<file path="src/rtl/mw_pkg.sv">
package mw_pkg;

    typedef enum logic [2:0] {
        ST_IDLE,
        ST_SELECT,
        ST_CMD_SET,
        ST_CMD_LOW,
        ST_CMD_HIGH,
        ST_RD_LOW,
        ST_RD_HIGH,
        ST_RELEASE
    } mw_state_e;

    // start bit and read opcode, sent ahead of the word address
    localparam logic [2:0] MW_READ_HDR = 3'b110;

endpackage

</file>
<file path="src/rtl/mw_phase_timer.sv">
module mw_phase_timer #(
    parameter int PHASE_CLKS = 12500
) (
    input  logic clk,
    input  logic rst,
    input  logic run,
    output logic phase_end
);
    localparam int CNT_W = (PHASE_CLKS > 1) ? $clog2(PHASE_CLKS) : 1;
    localparam logic [CNT_W-1:0] LAST = CNT_W'(PHASE_CLKS - 1);

    logic [CNT_W-1:0] cnt_q;

    assign phase_end = run && (cnt_q == LAST);

    always_ff @(posedge clk) begin
        if (rst || !run || phase_end) begin
            cnt_q <= '0;
        end else begin
            cnt_q <= cnt_q + 1'b1;
        end
    end

    // the count never runs past the phase length
    a_r7_phase_bound: assert property (@(posedge clk) disable iff (rst)
        cnt_q <= LAST);

endmodule

</file>
<file path="src/rtl/mw_cmd_shift.sv">
module mw_cmd_shift #(
    parameter int ADDR_W = 11
) (
    input  logic              clk,
    input  logic              rst,
    input  logic              load,
    input  logic              shift,
    input  logic [ADDR_W-1:0] byte_addr,
    output logic              bit_out
);
    import mw_pkg::*;

    localparam int WADDR_W = ADDR_W - 1;
    localparam int CMD_W   = 3 + WADDR_W;

    logic [CMD_W-1:0]   cmd_q;
    logic [WADDR_W-1:0] waddr;

    assign waddr   = WADDR_W'(byte_addr >> 1);
    assign bit_out = cmd_q[CMD_W-1];

    always_ff @(posedge clk) begin
        if (rst) begin
            cmd_q <= '0;
        end else if (load) begin
            cmd_q <= {MW_READ_HDR, waddr};
        end else if (shift) begin
            cmd_q <= {cmd_q[CMD_W-2:0], 1'b0};
        end
    end

    // a fresh frame always starts with the header's first bit
    a_r2_frame_head: assert property (@(posedge clk) disable iff (rst)
        load |=> bit_out == MW_READ_HDR[2]);

endmodule

</file>
<file path="src/rtl/mw_rx_shift.sv">
module mw_rx_shift #(
    parameter int DATA_W = 16
) (
    input  logic              clk,
    input  logic              rst,
    input  logic              sample,
    input  logic              sin,
    input  logic              capture,
    output logic [DATA_W-1:0] rdata
);
    logic [DATA_W-1:0] sreg_q;

    always_ff @(posedge clk) begin
        if (rst) begin
            sreg_q <= '0;
            rdata  <= '0;
        end else begin
            if (sample) begin
                sreg_q <= {sreg_q[DATA_W-2:0], sin};
            end
            if (capture) begin
                rdata <= sreg_q;
            end
        end
    end

    // the result only moves on a capture
    a_r8_rdata_hold: assert property (@(posedge clk) disable iff (rst)
        !capture |=> $stable(rdata));

endmodule

</file>
<file path="src/rtl/mw_word_reader.sv">
module mw_word_reader #(
    parameter int PHASE_CLKS = 12500,
    parameter int ADDR_W     = 11,
    parameter int DATA_W     = 16
) (
    input  logic              clk,
    input  logic              rst,
    input  logic              start,
    input  logic [ADDR_W-1:0] byte_addr,
    output logic              busy,
    output logic              done,
    output logic [DATA_W-1:0] rdata,
    output logic              mw_cs,
    output logic              mw_sclk,
    output logic              mw_sout,
    input  logic              mw_sin
);
    import mw_pkg::*;

    localparam int CMD_W = 3 + ADDR_W - 1;
    localparam int MAX_N = (CMD_W > DATA_W) ? CMD_W : DATA_W;
    localparam int BIT_W = $clog2(MAX_N);
    localparam logic [BIT_W-1:0] CMD_LAST = BIT_W'(CMD_W - 1);
    localparam logic [BIT_W-1:0] RD_LAST  = BIT_W'(DATA_W - 1);

    mw_state_e        state_q, state_d;
    logic [BIT_W-1:0] bit_q;
    logic             phase_end;
    logic             accept;
    logic             cmd_bit;
    logic             cmd_shift;
    logic             rx_sample;
    logic             finish;

    assign accept    = (state_q == ST_IDLE) && start;
    assign cmd_shift = (state_q == ST_CMD_HIGH) && phase_end && (bit_q != CMD_LAST);
    assign rx_sample = (state_q == ST_RD_HIGH) && phase_end;
    assign finish    = (state_q == ST_RELEASE) && phase_end;

    mw_phase_timer #(.PHASE_CLKS(PHASE_CLKS)) i_timer (
        .clk       (clk),
        .rst       (rst),
        .run       (state_q != ST_IDLE),
        .phase_end (phase_end)
    );

    mw_cmd_shift #(.ADDR_W(ADDR_W)) i_cmd (
        .clk       (clk),
        .rst       (rst),
        .load      (accept),
        .shift     (cmd_shift),
        .byte_addr (byte_addr),
        .bit_out   (cmd_bit)
    );

    mw_rx_shift #(.DATA_W(DATA_W)) i_rx (
        .clk     (clk),
        .rst     (rst),
        .sample  (rx_sample),
        .sin     (mw_sin),
        .capture (finish),
        .rdata   (rdata)
    );

    // next-state logic
    always_comb begin
        state_d = state_q;
        unique case (state_q)
            ST_IDLE:     if (start)     state_d = ST_SELECT;
            ST_SELECT:   if (phase_end) state_d = ST_CMD_SET;
            ST_CMD_SET:  if (phase_end) state_d = ST_CMD_LOW;
            ST_CMD_LOW:  if (phase_end) state_d = ST_CMD_HIGH;
            ST_CMD_HIGH: if (phase_end) state_d = (bit_q == CMD_LAST) ? ST_RD_LOW : ST_CMD_SET;
            ST_RD_LOW:   if (phase_end) state_d = ST_RD_HIGH;
            ST_RD_HIGH:  if (phase_end) state_d = (bit_q == RD_LAST) ? ST_RELEASE : ST_RD_LOW;
            ST_RELEASE:  if (phase_end) state_d = ST_IDLE;
            default:                    state_d = ST_IDLE;
        endcase
    end

    // state register, bit counter and done pulse
    always_ff @(posedge clk) begin
        if (rst) begin
            state_q <= ST_IDLE;
            bit_q   <= '0;
            done    <= 1'b0;
        end else begin
            state_q <= state_d;
            done    <= finish;
            if (state_q == ST_IDLE) begin
                bit_q <= '0;
            end else if (phase_end && ((state_q == ST_CMD_HIGH) || (state_q == ST_RD_HIGH))) begin
                if ((state_q == ST_CMD_HIGH && bit_q == CMD_LAST) ||
                    (state_q == ST_RD_HIGH && bit_q == RD_LAST)) begin
                    bit_q <= '0;
                end else begin
                    bit_q <= bit_q + 1'b1;
                end
            end
        end
    end

    // output decode
    always_comb begin
        mw_cs   = 1'b0;
        mw_sclk = 1'b0;
        mw_sout = 1'b0;
        busy    = 1'b1;
        unique case (state_q)
            ST_IDLE:     busy = 1'b0;
            ST_SELECT:   mw_cs = 1'b1;
            ST_CMD_SET,
            ST_CMD_LOW:  begin mw_cs = 1'b1; mw_sout = cmd_bit; end
            ST_CMD_HIGH: begin mw_cs = 1'b1; mw_sout = cmd_bit; mw_sclk = 1'b1; end
            ST_RD_LOW:   begin mw_cs = 1'b1; mw_sout = cmd_bit; end
            ST_RD_HIGH:  begin mw_cs = 1'b1; mw_sout = cmd_bit; mw_sclk = 1'b1; end
            ST_RELEASE:  ;
            default:     busy = 1'b0;
        endcase
    end

    // the serial clock only rises with chip select held
    a_r1_cs_before_clock: assert property (@(posedge clk) disable iff (rst)
        $rose(mw_sclk) |-> mw_cs);

    // serial out never moves on a rising serial clock
    a_r4_sout_stable_rise: assert property (@(posedge clk) disable iff (rst)
        $rose(mw_sclk) |-> $stable(mw_sout));

    // when chip select drops, the other pins are already low
    a_r6_release_quiet: assert property (@(posedge clk) disable iff (rst)
        $fell(mw_cs) |-> (!mw_sclk && !mw_sout));

    // done lasts a single clock
    a_r8_done_single: assert property (@(posedge clk) disable iff (rst)
        done |=> !done);

    // busy holds until done and a start while busy changes nothing
    a_r9_busy_until_done: assert property (@(posedge clk) disable iff (rst)
        busy |=> (busy || done));
    a_r9_done_not_busy: assert property (@(posedge clk) disable iff (rst)
        done |-> !busy);

endmodule

</file>
<file path="config.mk">
export PLATFORM = sky130hd
export DESIGN_NAME = mw_word_reader
export DESIGN_NICKNAME = d
export VERILOG_FILES = /design/src/rtl/mw_pkg.sv /design/src/rtl/mw_phase_timer.sv /design/src/rtl/mw_cmd_shift.sv /design/src/rtl/mw_rx_shift.sv /design/src/rtl/mw_word_reader.sv
export SDC_FILE = /design/constraint.sdc
export NUM_CORES = 1
export LEC_CHECK = 0
export BUFFER_PORTS_ARGS = -buffer_cell sky130_fd_sc_hd__buf_2
export CAP_MARGIN = 20
export CORE_MARGIN = 5
export CORE_UTILIZATION = 51
export CTS_CLUSTER_DIAMETER = 40
export DETAILED_ROUTE_END_ITERATION = 10
export HOLD_SLACK_MARGIN = 0.06
export PLACE_DENSITY = 0.73
export REMOVE_ABC_BUFFERS = 1
export SLEW_MARGIN = 20
export SYNTH_ARGS = -nofsm -noshare
export SYNTH_HDL_FRONTEND = slang
export SYNTH_HIERARCHICAL = 1
export SYNTH_SLANG_ARGS = --single-unit
</file>
<file path="constraint.sdc">
create_clock -name clk -period 2.3 [get_ports clk]
set_clock_uncertainty 0.1 [all_clocks]
set_input_delay 0.115 -clock clk [delete_from_list [all_inputs] [get_ports clk]]
set_output_delay 0.115 -clock clk [all_outputs]
set_load 0.01 [all_outputs]
</file>
* Word-level counts from Yosys, hierarchy flattened
Cells that the tools add are included.
** Word-level totals
- Flip-flop bits (word level) :: 67
- Input bits :: 15
- Output and inout bits :: 21
- Logic and storage cells :: 70
** Cells by class
- Add/sub/neg operators :: 2
- Equal/unequal tests :: 19
- Mux-type cells :: 18
- Reductions and logical operators :: 23
** Operator list (number)
- $mux 3 :: 9
- $mux 13 :: 2
- $pmux 3 s8 :: 1
- $add 14x1->14 const B :: 1
- $eq 14x14->1 const B :: 1
- $ne 2x1->1 const B :: 7
- $eq 3x3->1 const B :: 4
- $logic_and 1x1->1 :: 9
- $eq 4x4->1 const B :: 2
- $reduce_and 8->1 :: 1
- $eq 3x2->1 const B :: 2
- $reduce_or 2->1 :: 3
- $reduce_or 6->1 :: 1
- $reduce_or 5->1 :: 1
- $add 4x1->4 const B :: 1
- $logic_or 1x1->1 :: 4
- $mux 1 :: 4
- $mux 4 :: 1
- $ne 4x4->1 const B :: 1
- $eq 3x1->1 const B :: 1
- $logic_not 3->1 :: 1
- $reduce_bool 3->1 :: 1
- $mux 2 :: 1
- $ne 2x2->1 const B :: 1
- other kinds (2) :: 2

* Logic depth before layout (Yosys ltp)
Gate-level depths: netlist (run 1).
- Depth after elaboration :: 6
- Gate-level depth with buffers :: 11
- Mapped depth without buffers :: 8

* Hierarchy
The synthesis (run 1) kept the hierarchy.
** By module, submodules not included
- mw_rx_shift :: times used 1, cells an instance 103, area an instance 1157.4 sq um, sequential area each 640.6 sq um
- mw_phase_timer :: times used 1, cells an instance 73, area an instance 635.6 sq um, sequential area each 280.3 sq um
- mw_cmd_shift :: times used 1, cells an instance 54, area an instance 563.0 sq um, sequential area each 260.2 sq um
- mw_word_reader :: times used 1, cells an instance 64, area an instance 520.5 sq um, sequential area each 160.2 sq um

* Worst setup path before layout (run 1)
No wires, ideal clock.
- Kind :: reg2reg
- Start point :: register i_timer.cnt_q[8]
- End point :: register i_rx.sreg_q[10]
- Library setup time :: 0.117 ns
- Arrival :: 2.343 ns
- Required time :: 2.083 ns
- Setup slack :: -0.260 ns
- Cell stages (with the launch flop) :: 10
- Buffers on the path :: 3
- Clock period less this slack :: 2.560 ns
- Cells stage by stage :: dfxtp_1 > or4_1 > nor4_2 > and3b_1 > buf_4 > and2_1 > buf_6 > buf_12 > mux2i_1 > nor2_1
** On the way
- Word-level cells in the longest chain between the ends :: 3
** RTL lines
- from (decl) :: RTL line mw_phase_timer.sv:12 : logic [CNT_W-1:0] cnt_q;
- from (signal assigned) :: RTL line mw_phase_timer.sv:20 : cnt_q <= cnt_q + 1'b1;
- $eq 14x14->1 :: RTL line mw_phase_timer.sv:14 : assign phase_end = run && (cnt_q == LAST);
- $logic_and 1x1->1 :: RTL line mw_phase_timer.sv:14
- net phase_end :: RTL line mw_word_reader.sv:28 : logic phase_end;
- $logic_and 1x1->1 :: RTL line mw_word_reader.sv:37 : assign rx_sample = (state_q == ST_RD_HIGH) && phase_end;
- net rx_sample :: RTL line mw_word_reader.sv:32 : logic rx_sample;
- to (signal assigned) :: RTL line mw_rx_shift.sv:19 : sreg_q <= {sreg_q[DATA_W-2:0], sin};
- to (decl) :: RTL line mw_rx_shift.sv:11 : logic [DATA_W-1:0] sreg_q;
The timed path passes the listed nets, and every way through them passes these cells.
A chain may end at the register's enable or synchronous reset.

* Worst setup path after layout (run 1)
- Start point :: register i_timer.cnt_q[3]
- End point :: register i_cmd.cmd_q[7]
** On the way
- Word-level cells in the longest chain between the ends :: 5
** RTL lines
- $eq 14x14->1 :: RTL line mw_phase_timer.sv:14
- $logic_and 1x1->1 :: RTL line mw_phase_timer.sv:14
- net phase_end :: RTL line mw_word_reader.sv:28
- $logic_and 1x1->1 (2 in a row) :: RTL line mw_word_reader.sv:36 : assign cmd_shift = (state_q == ST_CMD_HIGH) && phase_end && (bit_q != CMD_LAST);
- net cmd_shift :: RTL line mw_word_reader.sv:31 : logic cmd_shift;
- $reduce_bool 2->1 (no source line)
- to (signal assigned) :: RTL line mw_cmd_shift.sv:26 : cmd_q <= {MW_READ_HDR, waddr};
- to (signal assigned) :: RTL line mw_cmd_shift.sv:28 : cmd_q <= {cmd_q[CMD_W-2:0], 1'b0};
- to (decl) :: RTL line mw_cmd_shift.sv:16 : logic [CMD_W-1:0] cmd_q;
The timed path passes the listed nets, and every way through them passes these cells.

==> results of run 1 <==
## path summary, 6_finish.rpt
| kind | to | slack, ns |
|---|---|---|
| min reg2reg | i_timer/cnt_q[0] | 0.37 |
| min | i_rx/rdata[13] | 0.13 |
| max | i_cmd/cmd_q[7] | -0.01 |
| max reg2reg | i_cmd/cmd_q[7] | -0.01 |
## timing repair
action                                  in CTS  in global routing
cloned                                       0                  3
hold buffers                                12                  0
gates resized for setup                      1                 15
pin swaps                                    0                  9
endpoints found under the setup margin       9                 34
hold endpoints to repair                    12                  0
setup buffers                                0                  3
## flip-flops by register name, summed over array words and instances (netlist names)
name and count:
bit_q 4, i_cmd/cmd_q 13, state_q 3, done 1
i_timer/cnt_q 14, i_rx/rdata 16, i_rx/sreg_q 16
## critical path: stages, from the launching register on
cell and delay [ns]:
dfxtp_1 0.32, or4b_4 0.55, nor4_4 0.25, buf_4 0.17, nand3b_1 0.14, nor2_4 0.18, clkbuf_16 0.18, mux2i_1 0.21
a211oi_1 0.09
## cell type report
cell class,count,area share
clock buffer,9,0.0337
clock inverter,7,0.0211
inverter,6,0.00613
multi-input combinational,202,0.388
sequential,67,0.366
tap,72,0.0245
timing repair buffer,74,0.161
## cell usage after synthesis, drive strengths merged, types with 2 or more instances
cell type  instances
nand2             11
a21oi              8
nor2              52
and3               2
nor3               6
nor2b             12
a311oi             3
xnor2             11
ha                 3
mux2i             46
dfxtp             67
buf               12
a211oi             9
inv                6
and3b              2
nor4               4
and2               2
or3b               2
nand4b             3
o21ai              3
nand3              6
clkbuf             7
nand4              3
## cell families after synthesis
| family | after synthesis |
|---|---|
| multiplexers | 46 |
| adder cells (fa/ha/maj) | 3 |
| buffers and inverters | 25 |
| AND/OR/NAND/NOR | 111 |
| flip-flops | 67 |
| AO/OA/AOI/OAI | 30 |
| XOR/XNOR | 12 |
## metrics by stage
| step | hold slack [ns] | utilization |
|---|---|---|
| floorplan | 0.0841 | - |
| global placement | 0.258 | 0.579 |
| detailed placement | 0.262 | 0.579 |
| CTS | 0.128 | 0.638 |
| global route | 0.150 | 0.667 |
| finish | 0.129 | 0.667 |
## power groups by stage
stage	Combinational (mW)	Clock [mW]	Sequential, mW
global placement	0.0904	0	1.22
CTS	0.108	0.994	1.19
floorplan	0.0451	0	1.22
detailed placement	0.0920	0	1.22
global route	0.130	1.05	1.19
finish	0.116	0.971	1.19
## metal layers
layer  up-vias  routed length [microns]  share of wire  global-route usage
met1      1052                     2790           0.47               0.214
met4         0                       91          0.015              0.0647
met5         -                        0              0                   0
met3         9                      278          0.047              0.0417
li1       1157                        -              -                   -
met2        53                     2710           0.46               0.223
## placed cells by master (no fill, tap or decap), drive strengths merged, types with 2 or more instances in the layout
| cell | instances |
|---|---|
| nor4 | 4 |
| buf | 59 |
| inv | 7 |
| nor3 | 6 |
| or3b | 2 |
| a311oi | 3 |
| xnor2 | 11 |
| dlygate4sd3 | 12 |
| nor2b | 12 |
| clkbuf | 12 |
| clkinv | 5 |
| nand4b | 3 |
| nand4 | 3 |
| and3 | 2 |
| and3b | 2 |
| nor2 | 52 |
| mux2i | 46 |
| ha | 3 |
| and2 | 2 |
| a21oi | 8 |
| nand3 | 6 |
| dfxtp | 67 |
| o21ai | 3 |
| nand2 | 11 |
| a211oi | 9 |
==> results by stage, run 1 <==
Placement:
- The setup slack after placement is -0.0116 ns.
- The total cell area at the placement stage is 3190 sq um.
- In this run, placement finished with an instance count of 403.
- The global placer's final weighted congestion is 0.818.
- In this run the tool buffered the top-level ports with 34 buffer cells.
- The estimated wirelength of the detail-placed design is 3.62 mm.

Yosys:
- After synthesis the cells add up to 2880 sq um.
- For this run, the register share of the synthesized area comes to 0.466.
- During synthesis, Yosys emitted a total of 6 warnings.
- The fraction of the mapped netlist area in adder cells is 0.0130.
- Synthesis instantiated 43 different standard cells from the library.
- The proportion of register bits with asynchronous set or reset after synthesis is 0.
- Of the post-synthesis cell area, the part taken by muxes is 0.160.
- The largest family of logic cells by synthesized area is simple AND/OR/NAND/NOR gates.
- The mean area per synthesized cell is 9.78 sq um.
- The synthesized netlist cell count is 294.
- Of the post-synthesis cell area, the dominant cell type holds 0.466.
- Of the total synthesized cell area, the portion taken by XOR and XNOR cells is 0.0365.
- By area the synthesized netlist is led by dfxtp_1 47%, mux2i_1 16%, nor2_1 6.8%.
- In this run, synthesis produced a sequential element count of 67.
- In the synthesized netlist the dominant register cell turns out to be dfxtp_1.
- The number of enable-type register cells in the synthesized netlist is 0.
- Of the total synthesized cell area, the portion taken by AND, OR, NAND and NOR gates is 0.193.
- The complex-gate fraction of the synthesized area is 0.0709.
- The synthesized design spends more area on one cell type than any other, namely dfxtp_1.

Setup path:
- The critical setup path kind is reg -> reg.
- The number of cells traversed by the worst register-to-register path is 8.
- The kind of end point of the critical path is a flip-flop.
- The worst register-to-register path begins at i_timer/cnt_q[3].
- The arrival time reported for the critical path endpoint is 2.43 ns.
- Data on the critical path is required at its endpoint by 2.41 ns.
- The most critical setup path has its startpoint at i_timer/cnt_q[3].
- The largest fanout on the critical path is 6.
- The worst setup path is launched from a flip-flop.

Power and ir drop:
- The worst-case IR drop observed on VDD is 520 uV.
- The net switching power figure is 0.531 mW.
- The internal power summed over all cells is 1.75 mW.
- The share of total power dissipated in combinational logic is 0.051.
- Of the total power, registers draw 0.523.
- The share of total power in the clock network is 0.426.
- Of the total power, the share spent switching nets is 0.233.
- The completed layout was analyzed and its total power is 2.28 mW.
- The power per standard cell area is 621 nW/um^2.
- The analysis attributes to cell leakage a power of 1.36 nW.

Hold path:
- The worst hold-check path type is in -> reg.
- The number of cells on the worst hold path is 2.
- The critical hold path startpoint is rst.

Layout:
- The final non-filler cell total is 437.
- The final net count is 378.
- The repair_antennas step left the layout with diodes totalling 0.
- Compared with the post-synthesis result, the final layout area differs by 27.6%.
- Counting the fill cells in the layout gives 459.
- After routing the design area is 3670 sq um.
- The footprint of the multi-input gates is 1420 sq um.
- The sequential cells in the finished layout cover a total of 1340 sq um.
- In the final layout, the share of cells above drive strength 1 is 0.258.

Route:
- The routed design has 5.87 mm of wire.
- The first-iteration detailed-routing DRC count is 110.
- Dividing the detail-routed wire length by the instance count gives 13.4 microns.
- The routed layout has 2271 vias.
- The remaining design rule violation count is 0.
- The number of detailed-routing iterations run before antenna repair is 4.
- The mean number of vias per cell is 5.20.
- The count of nets left with antenna violations after detail routing is 0.

Timing:
- The worst pin sits at a relative slew slack of 0.658.
- Setup violations remaining at the end of the flow were counted as 2.
- The final hold violation count is 0.
- The measured slew at the worst slew-check pin is 0.514 ns.
- Setup repair after global routing could not meet its margin everywhere.
- The final period demand of the worst path is 2.31 ns.
- The upper clock frequency limit is 0.432 GHz.
- The max-slew violation total from the final report was 0.
- Across all setup checks in the final design, the least slack found is -0.0130 ns.
- Of the available clock period, the critical path in the final layout requires 1.01.
- The aggregate negative setup slack is -0.0218 ns.

Clock network:
- In this run the number of H-tree levels came out at 3.
- At the later pin of the worst-skew pair, clock insertion delay measures 0.34 ns.
- The number of buffers inserted during clock tree synthesis is 9.
- The CTS tree is yes.
- The clock passes through at most 2 buffers.
- For this design, the sink count on the clock tree is 67.
- The clock transition time at the flip-flop clock pins of the worst setup and hold paths is 0.08 ns.
- The cell chosen for the clock root is clkbuf_8.

Die:
- For this configuration, the core starts out at a cell density of 0.522.
- The floorplan row count is 27.
- The vertical extent of the die is 85.1 microns.
- The overall die area is 7240 sq um.
- The placeable core region is 5510 sq um.
- The top-level I/O count is 36.
- The floorplan die width is 85.1 microns.

Outcome:
- The final reports fail on setup timing.
- The run finished, with violations left.

GRT:
- The number of antenna violations at the first check in global routing is 0.
- For this run, the total global-route usage over all layers was measured as 0.154.
- For this run the aggregate overflow at the end of global routing stands at 0.
- The wire length of the first global-routing pass is 9.17 mm.
- The pin count of the biggest net entering global routing is 29.
- The number of global-route vias before repair was 2038.

Flow run:
- The max capacitance violation total is 0.
No activity file was read; power rests on OpenSTA's default activity.
==> inputs of run 2 (changes only) <==
--- a/config.mk
+++ b/config.mk
@@ -7,6 +7,7 @@
 export LEC_CHECK = 0
 export BUFFER_PORTS_ARGS = -buffer_cell sky130_fd_sc_hd__buf_2
 export CAP_MARGIN = 20
+export CORE_ASPECT_RATIO = 0.5
 export CORE_MARGIN = 5
 export CORE_UTILIZATION = 51
 export CTS_CLUSTER_DIAMETER = 40
@@ -14,7 +15,7 @@
 export HOLD_SLACK_MARGIN = 0.06
 export PLACE_DENSITY = 0.73
 export REMOVE_ABC_BUFFERS = 1
-export SLEW_MARGIN = 20
+export SLEW_MARGIN = 0
 export SYNTH_ARGS = -nofsm -noshare
 export SYNTH_HDL_FRONTEND = slang
 export SYNTH_HIERARCHICAL = 1
==> results by stage, run 2 (synthesis results as in run 1) <==
Route:
- The count of nets left with antenna violations after detail routing is 0 (unchanged).
- The average detailed-routed wire length per instance came to 14.0 microns (was 13.4 microns).
- The number of detailed-routing iterations run before antenna repair is 4 (unchanged).
- The final wirelength is 6.08 mm (was 5.87 mm).
- The mean number of vias per cell is 5.27 (was 5.20).
- The first-iteration detailed-routing DRC count is 145 (was 110).
- The detailed-route via count was 2286 (was 2271).
- The remaining design rule violation count is 0 (unchanged).

Setup path:
- The standard cell with the maximum stage delay on the critical path was or4b_4 (unchanged).
- The largest fanout on the critical path is 7 (was 6).
- The worst flop-to-flop path startpoint is i_timer/cnt_q[2] (was i_timer/cnt_q[3]).
- The number of cells traversed by the worst register-to-register path is 8 (unchanged).
- The arrival time reported for the critical path endpoint came to 2.36 ns (was 2.43 ns).
- The data required time at the worst endpoint is 2.40 ns (was 2.41 ns).
- The kind of end point of the critical path is a flip-flop (unchanged).
- The category of the worst setup path launch point is a flip-flop (unchanged).
- The worst reg-to-reg setup slack is 0.04 ns (was -0.01 ns).
- Cell-by-cell trace of the critical path: or4b_4, nor4_2, buf_4, nand3b_1, nor2_4, buf_12, mux2i_1, a211oi_2 (was or4b_4, nor4_4, buf_4, nand3b_1, nor2_4, clkbuf_16, mux2i_1, a211oi_1).
- The worst flop-to-flop path endpoint is i_cmd/cmd_q[3] (was i_cmd/cmd_q[7]).
- The critical setup path kind is reg -> reg (unchanged).
- The delay of the slowest cell on the worst path is 0.53 ns (was 0.55 ns).

Clock network:
- The number of buffers inserted during clock tree synthesis is 9 (unchanged).
- The cell chosen for the clock root is clkbuf_16 (was clkbuf_8).
- The later-pin clock latency in the skew report is 0.33 ns (was 0.34 ns).
- The clock transition time at the flip-flop clock pins of the worst setup and hold paths is 0.06 ns (was 0.08 ns).
- The number of buffers added for setup after CTS is 0 (unchanged).
- The H-tree level count was 3 (unchanged).
- The number of clock sinks came to 67 (unchanged).
- The CTS tree is yes (unchanged).
- The maximum root-to-sink buffer count is 2 (unchanged).

Die:
- The starting density of the core is 0.526 (was 0.522).
- The placeable core region came to 5470 sq um (was 5510 sq um).
- The overall die area is 7330 sq um (was 7240 sq um).
- The floorplan row count came to 19 (was 27).
- The vertical extent of the die is 63.1 microns (was 85.1 microns).
- The floorplan die width is 116 microns (was 85.1 microns).
- The top-level I/O count came to 36 (unchanged).

Placement:
- The global placer's final weighted congestion was 0.866 (was 0.818).
- The estimated wirelength of the detail-placed design is 3.69 mm (was 3.62 mm).
- The placed cell count is 403 (unchanged).
- The count of input and output buffers is 34 (unchanged).

Hold path:
- The number of cells on the worst hold path is 2 (unchanged).
- The worst hold-check path type is in -> reg (unchanged).
- The critical hold path startpoint is rst (unchanged).
- The endpoint with the worst hold slack is i_rx/sreg_q[13] (was i_rx/rdata[13]).

Layout:
- The fraction of final layout cells sized beyond drive strength 1 came to 0.233 (was 0.258).
- The final net count is 374 (was 378).
- The share of the core filled with cells is 0.676 (was 0.667).
- The most common cell after layout, fill and taps aside is dfxtp_1 (unchanged).
- Largest registers: i_rx/rdata x16, i_rx/sreg_q x16, i_timer/cnt_q x14 (unchanged).
- The final non-filler cell total is 434 (was 437).
- The antenna diode count was 0 (unchanged).
- The synthesis-to-layout area growth is 28.6% (was 27.6%).
- Commonest non-fill, non-tap cells in the layout: 66 x dfxtp_1, 51 x nor2_1, 46 x mux2i_1 (was 66 x dfxtp_1, 51 x nor2_1, 42 x mux2i_1).

Power and ir drop:
- The static power due to leakage was 1.38 nW (was 1.36 nW).
- The power per standard cell area is 722 nW/um^2 (was 621 nW/um^2).
- The worst voltage drop across the vdd grid is 402 uV (was 520 uV).

Timing:
- The measured slew at the worst slew-check pin is 0.497 ns (was 0.514 ns).
- Setup repair after global routing missed its margin: yes (unchanged).
- The final period demand of the worst path is 2.26 ns (was 2.31 ns).
- The final hold violation count is 0 (unchanged).
- The count of endpoints failing setup in the final report is 0 (was 2).
- The headroom to the max-slew limit is 0.669 (was 0.658).
- The upper clock frequency limit is 0.442 GHz (was 0.432 GHz).
- The final worst-path cycle share is 0.984 (was 1.01).
- The aggregate negative setup slack was 0 ns (was -0.0218 ns).
- The max-slew violation total from the final report is 0 (unchanged).

GRT:
- The number of antenna violations at the first check in global routing is 0 (unchanged).
- The pin count of the biggest net entering global routing is 28 (was 29).
- The total routing usage reported by global routing is 0.170 (was 0.154).
- The wire length of the first global-routing pass is 9.80 mm (was 9.17 mm).
- The number of global-route vias before repair is 2212 (was 2038).
- The sum of overflow across all layers after global routing came to 0 (unchanged).

Flow run:
- The max capacitance violation total is 0 (unchanged).

Outcome:
- Outcome: complete, no violations (was complete, but fails checks).
-- run 2: worst max path at each step --
stage	start	end	slack, ns	depth (start not counted)
2_1_floorplan	i_timer/cnt_q[8]	i_cmd/cmd_q[1]	-0.65	6
3_3_place_gp	i_timer/cnt_q[8]	i_rx/sreg_q[12]	0.07	8
3_5_place_dp	i_timer/cnt_q[8]	i_rx/sreg_q[13]	0.04	8
4_1_cts	i_timer/cnt_q[8]	i_rx/sreg_q[0]	0.02	8
5_1_grt	i_timer/cnt_q[2]	i_rx/sreg_q[8]	-0.08	8
6_report	i_timer/cnt_q[2]	i_cmd/cmd_q[3]	0.04	8
-- run 2: repair_timing --
| action | CTS | global route |
|---|---|---|
| gates cloned | 0 | 3 |
| pin swaps | 0 | 10 |
| endpoints found under the hold margin | 12 | 0 |
| hold buffers | 12 | 0 |
| gates resized for setup | 1 | 7 |
| endpoints found under the setup margin | 3 | 33 |
-- run 2: final cells by class --
type	instances	area, sq um
fillers	412	1770
well taps	73	91.3
repair buffers	70	561
clock inverters	7	75.1
multi-input cells	202	1380
flip-flops and latches	67	1340
inverters	6	22.5
clock buffers	9	225
-- run 2: metal layers --
layer,share of wire,track usage
met1,0.45,0.197
met2,0.49,0.283
met3,0.044,0.0698
met4,0.024,0.0608
met5,0,0
-- run 2: worst max-delay path: cells and delay by family (launching register included) --
family	cells	cell delay (ns)
and+or+nand+nor	4	1.09
muxes	1	0.21
AOI/OAI and AO/OA	1	0.09
DFF	1	0.31
buffers and inverters	2	0.31
-- run 2: power by group --
| group | internal (mW) | switching [mW] |
|---|---|---|
| clock network | 0.845 | 0.521 |
| registers | 1.18 | 0.0113 |
| logic | 0.0535 | 0.0574 |
| total | 2.08 | 0.590 |
-- run 2: through the flow --
stage / power [mW] / setup slack, ns / area [sq um] / hold WS, ns
final: 2.67 / 0.0357 / 3700 / 0.128
after global routing: 2.78 / -0.0834 / 3700 / 0.143
after CTS: 2.69 / 0.0196 / 3600 / 0.110
after detailed placement: 1.31 / 0.0426 / 3180 / 0.269
after global placement: 1.30 / 0.0670 / 3180 / 0.261
after floorplan: 1.26 / -0.645 / 2730 / 0.0841
==> inputs of run 3 (changes only) <==
--- a/config.mk
+++ b/config.mk
@@ -7,16 +7,15 @@
 export LEC_CHECK = 0
 export BUFFER_PORTS_ARGS = -buffer_cell sky130_fd_sc_hd__buf_2
 export CAP_MARGIN = 20
-export CORE_ASPECT_RATIO = 0.5
+export CORE_ASPECT_RATIO = 1.5
 export CORE_MARGIN = 5
-export CORE_UTILIZATION = 51
+export CORE_UTILIZATION = 52
 export CTS_CLUSTER_DIAMETER = 40
 export DETAILED_ROUTE_END_ITERATION = 10
 export HOLD_SLACK_MARGIN = 0.06
-export PLACE_DENSITY = 0.73
+export PLACE_DENSITY = 0.74
 export REMOVE_ABC_BUFFERS = 1
 export SLEW_MARGIN = 0
 export SYNTH_ARGS = -nofsm -noshare
 export SYNTH_HDL_FRONTEND = slang
-export SYNTH_HIERARCHICAL = 1
 export SYNTH_SLANG_ARGS = --single-unit
==> results by stage, run 3 <==
Setup path:
- The critical setup path kind is reg -> reg (unchanged).
- The largest fanout on the critical path is 12 (was 7).
- The arrival time reported for the critical path endpoint is 2.25 ns (was 2.36 ns).
- The worst flop-to-flop path endpoint is i_rx.sreg_q[3] (was i_cmd/cmd_q[3]).
- Cell-by-cell trace of the critical path: ha_1, nor2b_1, and4_1, buf_4, nand4_1, a21oi_1 (was or4b_4, nor4_2, buf_4, nand3b_1, nor2_4, buf_12, mux2i_1, a211oi_2).
- The worst reg-to-reg setup slack is 0.23 ns (was 0.04 ns).
- The delay of the slowest cell on the worst path is 0.52 ns (was 0.53 ns).
- The source of the critical timing path is i_timer.cnt_q[0] (was i_timer/cnt_q[2]).
- The top cell family by delay on the critical path is simple AND/OR/NAND/NOR gates (unchanged).
- The critical path depth in cells is 6 (was 8).
- The number of cells traversed by the worst register-to-register path was 6 (was 8).
- The count of buffering cells on the critical path with inverters included is 1 (was 2).
- The kind of end point of the critical path is a flip-flop (unchanged).
- The standard cell with the maximum stage delay on the critical path is and4_1 (was or4b_4).
- The data required time at the worst endpoint is 2.48 ns (was 2.40 ns).
- The worst flop-to-flop path startpoint is i_timer.cnt_q[0] (was i_timer/cnt_q[2]).
- The endpoint of the most critical setup path is i_rx.sreg_q[3] (was i_cmd/cmd_q[3]).
- The category of the worst setup path launch point is a flip-flop (unchanged).

Hold path:
- The worst hold-check path type is in -> reg (unchanged).

Yosys:
- The number of distinct library cells after synthesis came to 40 (was 43).
- The largest family of logic cells by synthesized area is simple AND/OR/NAND/NOR gates (unchanged).
- Synth area leaders: dfxtp_1 45%, a21oi_1 7.3%, o21ai_0 6.6% (was dfxtp_1 47%, mux2i_1 16%, nor2_1 6.8%).
- The complex-gate fraction of the synthesized area was 0.201 (was 0.0709).
- The most area-hungry cell type in the Yosys netlist is dfxtp_1 (unchanged).
- The synthesized netlist cell count is 356 (was 294).
- The fraction of synthesized cell area taken by the top area cell type is 0.454 (was 0.466).
- The cell with the most instances after synthesis was dfxtp_1 (unchanged).
- The share of cell area taken by muxes after synthesis was 0.00381 (was 0.160).
- The proportion of register bits with asynchronous set or reset after synthesis is 0 (unchanged).
- Leading post-synthesis cells by instance count: 67 x dfxtp_1, 43 x a21oi_1, 39 x o21ai_0 (was 67 x dfxtp_1, 52 x nor2_1, 46 x mux2i_1).
- The simple-gate share of the synthesized area came to 0.238 (was 0.193).
- The share of synthesized area occupied by flip-flops and latches is 0.454 (was 0.466).
- The number of synthesized register bits is 67 (unchanged).
- The count of synthesis-stage warnings from yosys was 0 (was 6).
- The fraction of the mapped netlist area in adder cells is 0.0127 (was 0.0130).
- The post-synthesis instance area came to 2960 sq um (was 2880 sq um).
- The prevailing post-synth register cell is dfxtp_1 (unchanged).
- The mean area per synthesized cell came to 8.31 sq um (was 9.78 sq um).
- The xor and xnor fraction of the mapped netlist area is 0.0355 (was 0.0365).
- The number of enable-type register cells in the synthesized netlist was 0 (unchanged).

Timing:
- The aggregate negative setup slack was 0 ns (unchanged).
- The final worst-path cycle share is 0.898 (was 0.984).
- The headroom to the max-slew limit is 0.623 (was 0.669).
- The worst hold-check slack was 0.0938 ns (was 0.128 ns).
- The measured slew at the worst slew-check pin is 0.564 ns (was 0.497 ns).
- Setup repair after global routing missed its margin: no (was yes).
- The final period demand of the worst path is 2.07 ns (was 2.26 ns).
- The final hold violation count is 0 (unchanged).
- The upper clock frequency limit came to 0.484 GHz (was 0.442 GHz).
- The max-slew violation total from the final report came to 0 (unchanged).
- The count of endpoints failing setup in the final report was 0 (unchanged).

Die:
- The floorplan row count is 33 (was 19).
- The vertical extent of the die is 102 microns (was 63.1 microns).
- The overall die area was 7320 sq um (was 7330 sq um).
- The top-level I/O count is 36 (unchanged).
- The placeable core region is 5490 sq um (was 5470 sq um).
- The floorplan die width is 71.6 microns (was 116 microns).
- The starting density of the core is 0.538 (was 0.526).

Route:
- The detailed-route via count came to 2786 (was 2286).
- The first-iteration detailed-routing DRC count is 267 (was 145).
- The final wirelength came to 7.04 mm (was 6.08 mm).
- The number of detailed-routing iterations run before antenna repair is 5 (was 4).
- The count of nets left with antenna violations after detail routing was 0 (unchanged).
- The mean number of vias per cell is 5.94 (was 5.27).
- The average detailed-routed wire length per instance was 15.0 microns (was 14.0 microns).
- The remaining design rule violation count is 0 (unchanged).

GRT:
- The number of global-route vias before repair was 2542 (was 2212).
- The pin count of the biggest net entering global routing is 50 (was 28).
- The number of antenna violations at the first check in global routing was 0 (unchanged).
- The sum of overflow across all layers after global routing is 0 (unchanged).
- The fraction of met3 tracks used by global routing came to 0.0551 (was 0.0698).
- The met2 routing resource usage after global routing was 0.339 (was 0.283).
- The wire length of the first global-routing pass came to 11.7 mm (was 9.80 mm).
- The met1 usage is 0.237 (was 0.197).
- The global-route layer with the greatest usage is met2 (unchanged).
- The total routing usage reported by global routing is 0.199 (was 0.170).

Clock network:
- The number of gates resized after cts is 0 (was 1).
- The later-pin clock latency in the skew report is 0.35 ns (was 0.33 ns).
- The number of buffers inserted during clock tree synthesis is 9 (unchanged).
- The CTS tree is yes (unchanged).
- The cell chosen for the clock root is clkbuf_8 (was clkbuf_16).
- The clock transition time at the flip-flop clock pins of the worst setup and hold paths is 0.08 ns (was 0.06 ns).
- The maximum root-to-sink buffer count is 2 (unchanged).
- The number of clock sinks is 67 (unchanged).
- The H-tree level count came to 3 (unchanged).

Layout:
- The most common cell after layout, fill and taps aside is dfxtp_1 (unchanged).
- Commonest non-fill, non-tap cells in the layout: 67 x dfxtp_1, 43 x a21oi_1, 39 x o21ai_0 (was 66 x dfxtp_1, 51 x nor2_1, 46 x mux2i_1).
- The final net count is 412 (was 374).
- The synthesis-to-layout area growth is 18.9% (was 28.6%).
- Largest registers: i_rx.rdata x16, i_rx.sreg_q x16, i_timer.cnt_q x14 (was i_rx/rdata x16, i_rx/sreg_q x16, i_timer/cnt_q x14).
- The fraction of final layout cells sized beyond drive strength 1 is 0.173 (was 0.233).
- The antenna diode count is 0 (unchanged).
- The final instance area came to 3520 sq um (was 3700 sq um).

Power and ir drop:
- The static power due to leakage is 1.24 nW (was 1.38 nW).
- The worst voltage drop across the vdd grid is 602 uV (was 402 uV).
- The overall power came to 2.39 mW (was 2.67 mW).
- The power per standard cell area is 681 nW/um^2 (was 722 nW/um^2).

Placement:
- The total cell area at the placement stage is 3180 sq um (about the same).
- The global placer's final weighted congestion is 0.832 (was 0.866).
- The count of input and output buffers came to 34 (unchanged).
- The estimated wirelength of the detail-placed design is 4.48 mm (was 3.69 mm).

Flow run:
- The max capacitance violation total is 0 (unchanged).

Outcome:
- Outcome: complete, no violations (unchanged).
-- run 3: logic make-up after synthesis --
logic type      Yosys count
xor+xnor                 12
buf+inv                  39
simple gates            128
compound gates          106
flops                    67
fa+ha+maj                 3
mux                       1
-- run 3: routing by layer --
layer,up-vias,share of wire
met5,-,0
met4,0,0.018
met3,15,0.045
met2,75,0.51
met1,1317,0.43
li1,1379,-
-- run 3: tightest hold or removal path: cells and delay by family --
kind	cells	cell delay, ns
AOI/OAI and AO/OA	1	0.17
buffers and inverters	2	0.23
-- run 3: cell type report --
class | instances | area, sq um
flip-flops and latches | 67 | 1340
repair buffers | 58 | 378
clock inverters | 6 | 88.8
well taps | 70 | 87.6
multi-input cells | 250 | 1450
fillers | 473 | 1980
inverters | 8 | 30.0
clock buffers | 10 | 138
-- run 3: power by group --
part / leakage, nW / internal [mW] / switching (mW)
Sequential: 0.542 / 1.18 / 0.0148
Combinational: 0.593 / 0.0449 / 0.0564
Clock: 0.108 / 0.639 / 0.461
-- run 3: worst min path at each step --
stage,start,end,slack [ns],cells after the start
4_1_cts,rst,state_q[2],0.09,3
3_3_place_gp,byte_addr[1],i_cmd.cmd_q[0],0.28,3
3_5_place_dp,byte_addr[1],i_cmd.cmd_q[0],0.28,3
5_1_grt,rst,state_q[2],0.1,3
2_1_floorplan,rst,i_cmd.cmd_q[0],0.08,1
6_report,rst,state_q[2],0.09,3
-- run 3: repair_timing --
| item | 4_1_cts | 5_1_grt |
|---|---|---|
| hold endpoints to repair | 11 | 0 |
| buffers inserted | 0 | 0 |
| endpoints found under the setup margin | 0 | 0 |
| hold buffers | 11 | 0 |
-- run 3: metrics by stage --
| step | setup WS (ns) | cells | utilization |
|---|---|---|---|
| after floorplan | -0.257 | 325 | - |
| after global placement | 0.334 | 442 | 0.579 |
| after detailed placement | 0.280 | 442 | 0.579 |
| after CTS | 0.259 | 469 | 0.640 |
| after global routing | 0.112 | 469 | 0.640 |
| final | 0.234 | 469 | 0.640 |
